`config.mk`:
```
export PLATFORM = sky130hd
export DESIGN_NAME = sysctl_port
export DESIGN_NICKNAME = d
export VERILOG_FILES = /design/src/rtl/sysctl_pkg.sv /design/src/rtl/sysctl_sync.sv /design/src/rtl/sysctl_ctrl.sv /design/src/rtl/sysctl_dp.sv /design/src/rtl/sysctl_port.sv
export SDC_FILE = /design/constraint.sdc
export NUM_CORES = 1
export LEC_CHECK = 0
export BUFFER_PORTS_ARGS = -buffer_cell sky130_fd_sc_hd__buf_2
export CORE_AREA = 5 5 42 44
export CTS_CLUSTER_DIAMETER = 200
export DETAILED_ROUTE_END_ITERATION = 8
export DIE_AREA = 0 0 47 49
export PLACE_DENSITY = 0.75
export SLEW_MARGIN = 5
export SYNTH_ARGS = -nofsm -noshare
export SYNTH_HDL_FRONTEND = slang
export SYNTH_SLANG_ARGS = --single-unit
export TNS_END_PERCENT = 50
```
`constraint.sdc`:
```
create_clock -name clk -period 1.68 [get_ports clk]
set_input_delay 0.168 -clock clk [delete_from_list [all_inputs] [get_ports clk]]
set_output_delay 0.168 -clock clk [all_outputs]
set_load 0.02 [all_outputs]
```
`src/rtl/sysctl_pkg.sv`:
```
package sysctl_pkg;

  // Read-back bit positions of the port byte (software-visible layout)
  localparam int BIT_GATE   = 0;
  localparam int BIT_SPKEN  = 1;
  localparam int BIT_BUSDIS = 2;
  localparam int BIT_CHKDIS = 3;
  localparam int BIT_TGL    = 4;
  localparam int BIT_T2     = 5;
  localparam int BIT_CHKST  = 6;
  localparam int BIT_BUSST  = 7;

  localparam logic [3:0] CTRL_RESET = 4'b1100;

  // Strobes from control to datapath
  typedef struct packed {
    logic wrCtrl;
    logic setBus;
    logic setChk;
    logic clrBus;
    logic clrChk;
    logic flipTgl;
  } strobe_t;

endpackage

```
`src/rtl/sysctl_sync.sv`:
```
module sysctl_sync #(
  parameter int WIDTH  = 4,
  parameter int STAGES = 2
) (
  input  logic             clk,
  input  logic             rstN,
  input  logic [WIDTH-1:0] dIn,
  output logic [WIDTH-1:0] dOut
);

  logic [STAGES-1:0] chain [WIDTH];

  for (genvar b = 0; b < WIDTH; b++) begin : g_bit
    always_ff @(posedge clk or negedge rstN) begin
      if (!rstN) chain[b] <= '0;
      else       chain[b] <= {chain[b][STAGES-2:0], dIn[b]};
    end
    assign dOut[b] = chain[b][STAGES-1];
  end

endmodule

```
`src/rtl/sysctl_ctrl.sv`:
```
module sysctl_ctrl
  import sysctl_pkg::*;
(
  input  logic    clk,
  input  logic    rstN,
  input  logic    wrEn,
  input  logic    wrBusDis,
  input  logic    wrChkDis,
  input  logic    busErrS,
  input  logic    chkErrS,
  input  logic    tmr1S,
  input  logic    busDis,
  input  logic    chkDis,
  output strobe_t stb
);

  logic tmr1Prev;

  always_ff @(posedge clk or negedge rstN) begin
    if (!rstN) tmr1Prev <= 1'b0;
    else       tmr1Prev <= tmr1S;
  end

  always_comb begin
    stb         = '0;
    stb.wrCtrl  = wrEn;
    stb.clrBus  = wrEn && wrBusDis;
    stb.clrChk  = wrEn && wrChkDis;
    stb.setBus  = busErrS && !busDis;
    stb.setChk  = chkErrS && !chkDis;
    stb.flipTgl = tmr1Prev && !tmr1S;
  end

endmodule

```
`src/rtl/sysctl_dp.sv`:
```
module sysctl_dp
  import sysctl_pkg::*;
(
  input  logic       clk,
  input  logic       rstN,
  input  strobe_t    stb,
  input  logic [3:0] wrNib,
  input  logic       tmr2S,
  output logic [7:0] portByte,
  output logic       busDis,
  output logic       chkDis,
  output logic       gateOut,
  output logic       spkEn,
  output logic       nmiOut
);

  logic [3:0] ctrlReg;
  logic       busSt;
  logic       chkSt;
  logic       tglBit;

  always_ff @(posedge clk or negedge rstN) begin
    if (!rstN) begin
      ctrlReg <= CTRL_RESET;
      busSt   <= 1'b0;
      chkSt   <= 1'b0;
      tglBit  <= 1'b0;
    end else begin
      if (stb.wrCtrl) ctrlReg <= wrNib;
      // clear has priority over set in the same cycle
      if (stb.clrBus)      busSt <= 1'b0;
      else if (stb.setBus) busSt <= 1'b1;
      if (stb.clrChk)      chkSt <= 1'b0;
      else if (stb.setChk) chkSt <= 1'b1;
      if (stb.flipTgl) tglBit <= ~tglBit;
    end
  end

  always_comb begin
    portByte            = '0;
    portByte[3:0]       = ctrlReg;
    portByte[BIT_TGL]   = tglBit;
    portByte[BIT_T2]    = tmr2S;
    portByte[BIT_CHKST] = chkSt;
    portByte[BIT_BUSST] = busSt;
  end

  assign busDis  = ctrlReg[BIT_BUSDIS];
  assign chkDis  = ctrlReg[BIT_CHKDIS];
  assign gateOut = ctrlReg[BIT_GATE];
  assign spkEn   = ctrlReg[BIT_SPKEN];
  assign nmiOut  = busSt | chkSt;

endmodule

```
`src/rtl/sysctl_port.sv`:
```
module sysctl_port
  import sysctl_pkg::*;
#(
  parameter int SYNC_STAGES = 2
) (
  input  logic       clk,
  input  logic       rstN,
  input  logic       wrEn,
  input  logic [7:0] wrData,
  output logic [7:0] rdData,
  input  logic       busErrN,
  input  logic       chanChkN,
  input  logic       tmr1Out,
  input  logic       tmr2Out,
  output logic       gate2,
  output logic       spkr,
  output logic       nmiReq
);

  localparam int NUM_ASYNC = 4;

  logic [NUM_ASYNC-1:0] rawIn;
  logic [NUM_ASYNC-1:0] syncIn;
  strobe_t              stb;
  logic                 busDis;
  logic                 chkDis;
  logic                 spkEn;
  logic                 unusedHiBits;

  // active-low error lines inverted before sync so every flop resets to 0
  assign rawIn        = {tmr2Out, tmr1Out, ~chanChkN, ~busErrN};
  assign unusedHiBits = ^wrData[7:4];

  sysctl_sync #(.WIDTH(NUM_ASYNC), .STAGES(SYNC_STAGES)) u_sync (
    .clk  (clk),
    .rstN (rstN),
    .dIn  (rawIn),
    .dOut (syncIn)
  );

  sysctl_ctrl u_ctrl (
    .clk      (clk),
    .rstN     (rstN),
    .wrEn     (wrEn),
    .wrBusDis (wrData[BIT_BUSDIS]),
    .wrChkDis (wrData[BIT_CHKDIS]),
    .busErrS  (syncIn[0]),
    .chkErrS  (syncIn[1]),
    .tmr1S    (syncIn[2]),
    .busDis   (busDis),
    .chkDis   (chkDis),
    .stb      (stb)
  );

  sysctl_dp u_dp (
    .clk      (clk),
    .rstN     (rstN),
    .stb      (stb),
    .wrNib    (wrData[3:0]),
    .tmr2S    (syncIn[3]),
    .portByte (rdData),
    .busDis   (busDis),
    .chkDis   (chkDis),
    .gateOut  (gate2),
    .spkEn    (spkEn),
    .nmiOut   (nmiReq)
  );

  assign spkr = tmr2Out & spkEn;

endmodule

```
==> run summary, run 1 <==
The maximum number of pins on one net before global-route repair is 17. The via density per instance came out at 4.459. The count of input and output buffers is 21. The initial antenna violation count is 0. The floorplan has 14 rows. The library cells used most frequently in the layout, excluding fill and tap cells, are buf_2 (21), dfrtp_1 (14), mux2_2 (4). The biggest cell delay along the critical path came out at 400 ps. The chip width came out at 47 um. In this run the deepest clock path goes through 2 buffers. The data arrival time at the worst-slack endpoint came out at 1120 ps. Counting every net in the synthesized netlist gives 53. The synthesis-to-layout area growth came out at 22.93%. By area the synthesized netlist is led by dfrtp_1 (61%), buf_4 (10%), dfstp_2 (9.2%). The core footprint came out at 0.001401 mm^2. TritonCTS built the clock tree. In this run the worst path has a maximum fanout of 3. The cell count after synthesis came out at 38.

The flow ran to the end, and the final reports show no timing, DRC or antenna violations. The sequential cell area fraction in the yosys report came out at 70.31%. The all-layer global routing usage is 9.045%. The analysis attributes to cell leakage a power of 0.3496 nW. Counting every sink on the clock net gives 16. The leading cell type in the layout, fill and taps excluded is buf_2.

The global-route wire length before repair came out at 1435 um. The number of CTS-inserted buffers came out at 3. The initial core utilization came out at 40.89%. The number of top-level design ports came out at 26.

Across the run, the number of max-cap violations was 0. The average instance in the mapped netlist occupies 15.08 um^2. The first-iteration detailed-routing DRC count came out at 0. STA classifies the critical path startpoint as a register. The total wire length after detailed routing came out at 938 um. The number of failing hold endpoints at the final stage came to 0.

The synthesis warning total is 0. The root buffer cell chosen for the clock tree is clkbuf_4. The final layout contains 74 nets. The worst hold path belongs to the class in2reg. Routability-driven placement finished with a final weighted congestion of 0.5819. The number of buffers and inverters on the critical path is 1.

The number of antenna repair diodes is 0. Counting distinct cell types in the post-synthesis netlist gives 11. The remaining antenna violation count after routing is 0.

For this design, the slowest cell found on the critical path is dfrtp_1. The classification of the worst setup path is reg2out. Counting I/O delays and the setup requirement, the final critical path takes 1283 ps. The final-report max-slew violation count is 0. On the critical path the largest part of the delay comes from flip-flops. The maximum ir drop on the vdd rail came out at 0.0005532 V. The number of detailed-routing iterations run before antenna repair came out at 1. The worst setup path is captured at an output port. The number of synthesized register bits came out at 16. The number of global-route vias before repair is 331.

The library cell with the largest summed area after synthesis is dfrtp_1. The area of the mapped netlist is 573.1 um^2. The final setup violation count came out at 0. Walking the worst path, the cells encountered are or2_2 > buf_2. After routing, the total negative slack on setup checks comes to 0 ps.

The share of Yosys cell area claimed by the top area cell type came out at 61.14%. The latest clock arrival within the worst-skew pair came out at 280 ps. The vertical extent of the die came out at 49 um.

After global routing the overflow that remains totals 0. The die covers 0.002303 mm^2. Setup repair after global routing left no endpoint under its margin. Of the cells placed in the final design, the portion with a size suffix greater than 1 is 55.17%.

Dividing the detail-routed wire length by the instance count gives 12.68 um. The transition time at the pin with the least slew margin came out at 342.7 ps. The end-of-flow core utilization came out at 50.27%. The final period utilization came out at 76.38%. The achievable frequency came out at 0.7793 GHz.

The CTS clock-pin slew for the worst setup and hold paths came out at 90 ps. The worst max-slew margin expressed relative to the limit came out at 77.15%. The power density of the placed cells came out at 1203 mW/mm^2. The count of filler cells inserted in the layout is 129. The post-CTS setup buffer count came out at 0.

The H-tree depth reported by CTS is 1. The DRC violation count after routing came out at 0. Across the routed clock network, the largest skew measured is 3.080 ps. The endpoint required time on the critical path is 1510 ps. The total via count in the routed design is 330.
==> area by class of cell <==
class / count / area, um^2 / area share, %
Timing Repair Buffer: 24 / 135.1 / 19.18
Inverter: 2 / 7.507 / 1.066
Tap cell: 16 / 20.02 / 2.842
Clock buffer: 4 / 36.28 / 5.151
Multi-Input combinational cell: 12 / 102.6 / 14.56
Sequential cell: 16 / 402.9 / 57.19
==> repair_timing <==
| action | in CTS | in global routing |
|---|---|---|
| gates resized for setup | 0 | 0 |
| hold buffers | 3 | 0 |
| hold endpoints to repair | 16 | 0 |
==> cell families after synthesis <==
family                    share of synthesized area (%)
DFF                                               70.31
buffers and inverters                             11.79
and+or+nand+nor                                   5.460
muxes                                             7.860
AOI/OAI and AO/OA                                 3.057
xor gates and xnor gates                          1.529
==> path summary, 6_finish.rpt <==
check / from / end / slack (ps) / cells after the start
min in group asynchronous: rstN / u_sync.chain[6] / 320 / 2
max in group asynchronous: rstN / u_dp.ctrlReg[3] / 1060 / 2
max: u_dp.chkSt / nmiReq / 400 / 2
min: chanChkN / u_sync.chain[4] / 30 / 2
min reg2reg: u_sync.chain[2] / u_sync.dOut[2] / 360 / 0
max reg2reg: u_dp.ctrlReg[3] / u_dp.chkSt / 860 / 2
==> cell usage after synthesis <==
master,count
a2bb2oi_1,2
and2_1,1
buf_4,8
dfrtp_1,14
dfstp_2,2
inv_1,2
mux2_2,4
nand2b_1,1
nor2b_1,2
or2_2,1
xnor2_1,1
==> power by group <==
group          switching, mW  total, mW  internal [mW]
Sequential            0.0226      0.451          0.428
Clock                  0.113      0.244          0.132
Combinational         0.0853      0.152         0.0669
==> state kept, by name (all words and copies together) (netlist names) <==
register,flops
u_sync.chain,4
u_ctrl.tmr1Prev,1
u_dp.ctrlReg,4
u_dp.busSt,1
u_sync.dOut,4
u_dp.tglBit,1
u_dp.chkSt,1
==> through the flow <==
step                area, um^2  setup slack (ps)  instances  hold WS (ps)  total power, mW
floorplan                573.1             801.7         38        -127.6           0.5845
global placement         638.1             703.3         67         84.44           0.6028
detailed placement       638.1             700.6         67         93.80           0.6093
CTS                      704.4             380.5         74         17.35           0.8598
global route             704.4             350.2         74         8.972           0.8909
finish                   704.4             396.8         74         25.78           0.8475
==> layer usage <==
metal | vias up | global-route usage (%) | wire length, um
met5 | - | 0 | 0
met4 | 0 | 4.147 | 0
met3 | 0 | 3.321 | 111
met2 | 19 | 12.90 | 461
met1 | 154 | 11.92 | 365
li1 | 157 | - | -
Power figures use the tool's default switching activity.
==> run 2, diff against run 1 <==
- CORE_AREA: 5 5 42 44 -> default
- CORE_MARGIN: default -> 5
- CORE_UTILIZATION: default -> 39
- DIE_AREA: 0 0 47 49 -> default
- PLACE_DENSITY: 0.75 -> 0.72
- clock period: 1.68 -> 1.12 ns (I/O delays scaled with it)
==> run 2 against run 1 <==
Critical path depth is the same. Power grew 42%. Cell count is 2.7% higher. Sequential power up 49%. Non-clock buffer count is 4 higher. Clock power grew 12%. Combinational power up 72%. The run now ends with negative setup slack left. Critical path type unchanged. Register-to-register slack got worse by 560 ps. Clock skew fell by 2.0 ps.
==> run summary, run 2 (same netlist as run 1, synthesis figures left out) <==
The global-route wire length before repair came out at 1428 um (was 1435 um). The total wire length after detailed routing is 844 um (was 938 um). After layout, the worst path uses 101.4% of the clock period. The total number of clock tree sinks is 16 (unchanged). The combinational share of power is 21.6% (was 18.0%).

The residual overflow from global routing came out at 0 (unchanged). The sequential cell area is 402.9 um^2 (unchanged). The vertical extent of the die came out at 48.33 um (was 49 um). The CTS clock-pin slew for the worst setup and hold paths came to 80 ps (was 90 ps). The number of top-level design ports is 26 (unchanged). The maximum ir drop on the vdd rail came out at 0.0007795 V (was 0.0005532 V). Run status: complete, but fails checks (was finished, final reports clean).

The final-report max-slew violation count came to 0 (unchanged). RSZ-0062 raised after global routing: yes (was no). The first-iteration detailed-routing DRC count came out at 0 (unchanged).

The core footprint is 0.001350 mm^2 (was 0.001401 mm^2). The classification of the worst setup path is reg2out (unchanged). The post-route total power came out at 1.208 mW (was 847.5 uW). The maximum number of pins on one net before global-route repair came out at 17 (unchanged).

The max-cap violation count is 0 (unchanged). The class of the tightest hold or removal check is in2reg (unchanged). The latest clock arrival within the worst-skew pair came out at 270 ps (was 280 ps). The CTS tree is yes (unchanged). The proportion of layout cells with a drive suffix above 1 is 52.46% (was 55.17%). The total via count in the routed design was 323 (was 330). The end-of-flow core utilization was 54.87% (was 50.27%). The data arrival time at the worst-slack endpoint came out at 1020 ps (was 1120 ps). The final net count is 78 (was 74). The initial antenna violation count is 0 (unchanged). The worst max-slew margin expressed relative to the limit was 77.89% (was 77.15%). The leading cell type in the layout, fill and taps excluded is buf_2 (unchanged).

The placer's final routability congestion estimate came to 0.6301 (was 0.5819). The final setup violation count came to 1 (was 0). The count of input and output buffers was 21 (unchanged). The all-layer global routing usage is 8.072% (was 9.045%). The detailed-route wire length per cell is 11.11 um (was 12.68 um). The summed area of non-filler cells in the final layout is 740.7 um^2 (was 704.4 um^2). The number of failing hold endpoints at the final stage came out at 0 (unchanged). The post-placement cell area came out at 636.9 um^2 (was 638.1 um^2). The kind of capture point of the worst setup path is an output port (unchanged). The net switching component of the power came to 313.7 uW (was 220.6 uW). The DRC violation count after routing was 0 (unchanged). The checks that failed: negative setup slack. The number of antenna repair diodes is 0 (unchanged).

The initial core utilization is 42.45% (was 40.89%). The number of placed instances with taps included is 66 (was 67). The buffer type at the clock tree root is clkbuf_4 (unchanged).

The chip width came out at 48.33 um (was 47 um). The post-layout worst setup margin is -15.23 ps (was 396.8 ps). The transition time at the pin with the least slew margin was 331.7 ps (was 342.7 ps). The number of global-route vias before repair is 325 (was 331). The achievable frequency came out at 0.8809 GHz. The remaining antenna violation count after routing came out at 0 (unchanged). The power density of the placed cells is 1630 mW/mm^2 (was 1203 mW/mm^2). The total number of placement rows came out at 13 (was 14). The share of power burned in registers was 55.7% (was 53.2%).

The maximum fanout encountered on the critical timing path came to 3 (unchanged). The leakage power was 0.3649 nW (was 0.3496 nW). The final instance count without filler cells came out at 76 (was 74). The endpoint required time on the critical path came out at 1010 ps (was 1510 ps). The clock network fraction of design power is 22.7% (was 28.8%). The switching share of power was 25.97% (was 26.03%). Commonest non-fill, non-tap cells in the layout: buf_2 (18), dfrtp_1 (14), dlygate4sd3_1 (6) (was buf_2 (21), dfrtp_1 (14), mux2_2 (4)). The category of the worst setup path launch point is a register (unchanged). The synthesis-to-layout area growth is 29.26% (was 22.93%).

The H-tree depth reported by CTS came out at 1 (unchanged). The full die area is 0.002336 mm^2 (was 0.002303 mm^2). The number of detailed-routing iterations run before antenna repair is 1 (unchanged). The final critical-path required period came out at 1135 ps.

The area occupied by multi-input gates came to 105.1 um^2 (was 102.6 um^2). The clock skew is 1.046 ps (was 3.080 ps). The maximum clock path buffer count came out at 2 (unchanged). The number of CTS-inserted buffers is 3 (unchanged).

The internal power consumption came to 894.0 uW (was 626.9 uW). The via density per instance came out at 4.250 (was 4.459). The count of filler cells inserted in the layout came out at 112 (was 129).

The setup TNS came out at -15.23 ps (was 0 ps).
## run 2: changes by cell type in the layout (fill, tap and decap cells not counted)
cell,previous run,this run
or2_4,0,1
buf_6,0,1
clkbuf_8,1,0
buf_2,21,18
dlygate4sd3_1,3,6
buf_4,0,3
or2_2,1,0
## run 2: metrics by stage
stage | hold slack [ps] | worst slack [ps]
6_report | 19.90 | -15.23
5_1_grt | 29.82 | -60.39
4_1_cts | 8.342 | -36.84
3_5_place_dp | 34.78 | 202.8
3_3_place_gp | 31.46 | 207.6
2_1_floorplan | -183.6 | 280.7
## run 2: worst paths after layout
| path | from | end | slack (ps) | depth (start not counted) |
|---|---|---|---|---|
| setup / recovery | u_dp.chkSt | nmiReq | -20 | 2 |
| hold / removal | wrData[3] | u_dp.chkSt | 20 | 2 |
| setup reg to reg | u_dp.ctrlReg[3] | u_dp.chkSt | 300 | 2 |
| hold reg to reg | u_sync.chain[2] | u_sync.dOut[2] | 350 | 0 |
| max in group asynchronous | rstN | u_dp.ctrlReg[3] | 550 | 2 |
| min in group asynchronous | rstN | u_sync.chain[4] | 280 | 2 |
## run 2: power groups by stage
stage | Sequential [mW] | Combinational (mW) | Clock (mW)
after floorplan | 0.685 | 0.192 | 0
after global placement | 0.684 | 0.221 | 0
after detailed placement | 0.686 | 0.225 | 0
after CTS | 0.674 | 0.261 | 0.296
after global routing | 0.681 | 0.281 | 0.316
final | 0.672 | 0.261 | 0.274
## run 2: layout make-up
| type | instances | share of cell area, % |
|---|---|---|
| sequential | 16 | 54.39 |
| timing repair buffer | 28 | 24.83 |
| multi-input combinational | 12 | 14.19 |
| clock buffer | 3 | 3.041 |
| tap | 15 | 2.534 |
| inverter | 2 | 1.014 |
## run 2: what timing repair did
action | in CTS | in global routing
hold buffers | 6 | 0
pin swaps | 1 | 0
endpoints found under the setup margin | 1 | 3
gates resized for setup | 3 | 2
buffers inserted | 1 | 0
endpoints found under the hold margin | 19 | 0
## run 2: per-layer routing
metal	part of all wire, %	vias up	track usage [%]	wire length (um)
li1	-	162	-	-
met1	44	146	8.544	368
met2	45	15	12.17	381
met3	11	0	4.281	93
met4	0	0	5.530	0
met5	0	-	0	0
## run 2: worst max-delay path, cell delays in order (launching register included)
cell and delay, ps:
dfrtp_1 390, or2_4 230, buf_6 130
==> run 3, diff against run 2 <==
- CORE_UTILIZATION: 39 -> 43
- GPL_ROUTABILITY_DRIVEN: default -> 0
- PLACE_DENSITY: 0.72 -> 0.75
- clock period: 1.12 -> 1.3 ns (I/O delays scaled with it)
==> run 3 against run 2 <==
The flow now finishes without violations. Utilization grew 1.4 points. Global-route usage rose by 0.18 points. Die area is 7.4% lower. Sequential cell count unchanged. Clock-buffer cell count rose by 1. Largest cell class unchanged.
==> run summary, run 3 (same netlist as run 1, synthesis figures left out) <==
Run status: finished, final reports clean (was complete, but fails checks). The post-placement cell area is 636.9 um^2 (unchanged). The global-route wire length before repair came out at 1221 um (was 1428 um). The leading cell type in the layout, fill and taps excluded is buf_2 (unchanged). The worst max-slew margin expressed relative to the limit is 77.52% (was 77.89%). The classification of the worst setup path was reg2out (unchanged).

The endpoint required time on the critical path was 1170 ps (was 1010 ps). The end-of-flow core utilization is 56.28% (was 54.87%). RSZ-0062 raised after global routing: no (was yes). The final period utilization is 96.11%. The number of gates resized after cts is 0 (was 3).

The total wire length after detailed routing is 788 um (was 844 um). The CTS tree is yes (unchanged). The data arrival time at the worst-slack endpoint is 1120 ps (was 1020 ps). The category of the worst setup path launch point is a register (unchanged). The number of antenna repair diodes came out at 0 (unchanged). The final-report max-slew violation count came out at 0 (unchanged). The core footprint is 0.001285 mm^2 (was 0.001350 mm^2).

The power density of the placed cells is 1506 mW/mm^2 (was 1630 mW/mm^2). The chip width is 46.51 um (was 48.33 um). The placed wire-length estimate after detailed placement is 584.3 um. The vertical extent of the die is 46.51 um (was 48.33 um). The proportion of layout cells with a drive suffix above 1 is 53.33% (was 52.46%).

Derived from the worst setup path, the maximum achievable clock frequency is 0.8004 GHz. The remaining antenna violation count after routing came out at 0 (unchanged). The kind of capture point of the worst setup path is an output port (unchanged).

The beginning of the critical path is u_dp.chkSt (unchanged). The synthesis-to-layout area growth was 26.20% (was 29.26%). The reg-to-reg startpoint is u_dp.ctrlReg[3] (unchanged). The CTS clock-pin slew for the worst setup and hold paths is 90 ps (was 80 ps).

Commonest non-fill, non-tap cells in the layout: buf_2 (21), dfrtp_1 (14), dlygate4sd3_1 (5) (was buf_2 (18), dfrtp_1 (14), dlygate4sd3_1 (6)). The initial core utilization was 44.60% (was 42.45%). The first-iteration detailed-routing DRC count was 0 (unchanged). The maximum ir drop on the vdd rail came out at 0.0007393 V (was 0.0007795 V). The all-layer global routing usage came out at 8.252% (was 8.072%).

The total number of clock tree sinks came out at 16 (unchanged). The leakage power is 0.3579 nW (was 0.3649 nW). The post-place setup slack came out at 359.9 ps (was 202.8 ps). The final net count is 76 (was 78). The via density per instance was 4.267 (was 4.250). The count of input and output buffers is 21 (unchanged). The internal reg-to-reg setup slack came out at 490 ps (was 300 ps).

The latest clock arrival within the worst-skew pair came out at 270 ps (about the same). The total via count in the routed design came out at 320 (was 323). The post-CTS setup buffer count came out at 0 (was 1). The initial antenna violation count is 0 (unchanged). The summed area of non-filler cells in the final layout is 723.2 um^2 (was 740.7 um^2). The H-tree depth reported by CTS is 1 (unchanged). The number of detailed-routing iterations run before antenna repair was 1 (unchanged). The number of global-route vias before repair came out at 294 (was 325). The total number of placement rows is 13 (unchanged). The cell depth of the worst flop-to-flop path is 2 (unchanged). The maximum fanout encountered on the critical timing path is 3 (unchanged). The post-route total power came out at 1.089 mW (was 1.208 mW). The startpoint of the tightest hold check path was wrData[2] (was wrData[3]). The maximum clock path buffer count came out at 2 (unchanged). The number of instances on the worst hold path is 2 (unchanged). The number of top-level design ports is 26 (unchanged). The setup TNS came out at 0 ps (was -15.23 ps). The post-layout worst setup margin came to 50.61 ps (was -15.23 ps). The final-layout worst hold slack came to 30.39 ps (was 19.90 ps). The clock skew is 6.153 ps (was 1.046 ps). The buffer type at the clock tree root is clkbuf_4 (unchanged).

The number of failing hold endpoints at the final stage is 0 (unchanged). The DRC violation count after routing was 0 (unchanged). The number of CTS-inserted buffers is 3 (unchanged).

The detailed-route wire length per cell is 10.51 um (was 11.11 um). The count of filler cells inserted in the layout came out at 109 (was 112). The full die area is 0.002163 mm^2 (was 0.002336 mm^2). The max-cap violation count was 0 (unchanged). The final instance count without filler cells came to 75 (was 76).

The final critical-path required period came out at 1249 ps. The residual overflow from global routing came to 0 (unchanged). The class of the tightest hold or removal check is in2reg (unchanged). The final setup violation count is 0 (was 1).

The transition time at the pin with the least slew margin was 337.3 ps (was 331.7 ps). The number of placed instances with taps included is 66 (unchanged). The maximum number of pins on one net before global-route repair is 17 (unchanged).
==> run 3: power by group <==
| part | leakage (nW) | switching, mW | internal [mW] |
|---|---|---|---|
| clock | 0.0210 | 0.137 | 0.170 |
| combinational | 0.152 | 0.111 | 0.0904 |
| sequential | 0.185 | 0.0266 | 0.553 |
==> run 3: final timing paths <==
check,to
max,nmiReq
min,u_dp.busSt
max reg2reg,u_dp.chkSt
min reg2reg,u_sync.dOut[3]
max in group asynchronous,u_dp.ctrlReg[3]
min in group asynchronous,u_sync.dOut[1]
==> run 3: per-layer routing <==
metal	wire length, um	global-route usage (%)	share of wire (%)
met4	0	5.114	0
met2	370	12.36	47
met3	76	2.344	9.6
met1	340	10.37	43
met5	0	0	0
==> run 3: critical path, stage by stage, from the launching register on <==
cell and delay [ps]:
dfrtp_1 400, or2_2 290, buf_2 160
==> run 3: final cells by class <==
type | count | area [um^2] | area share (%)
Sequential cell | 16 | 402.9 | 55.71
Timing Repair Buffer | 26 | 155.1 | 21.45
Clock buffer | 4 | 36.28 | 5.017
Tap cell | 15 | 18.77 | 2.595
Inverter | 2 | 7.507 | 1.038
Multi-Input combinational cell | 12 | 102.6 | 14.19
==> run 3: timing repair <==
action,CTS,global route
hold endpoints to repair,18,0
setup endpoints to repair,0,0
hold buffers,5,0
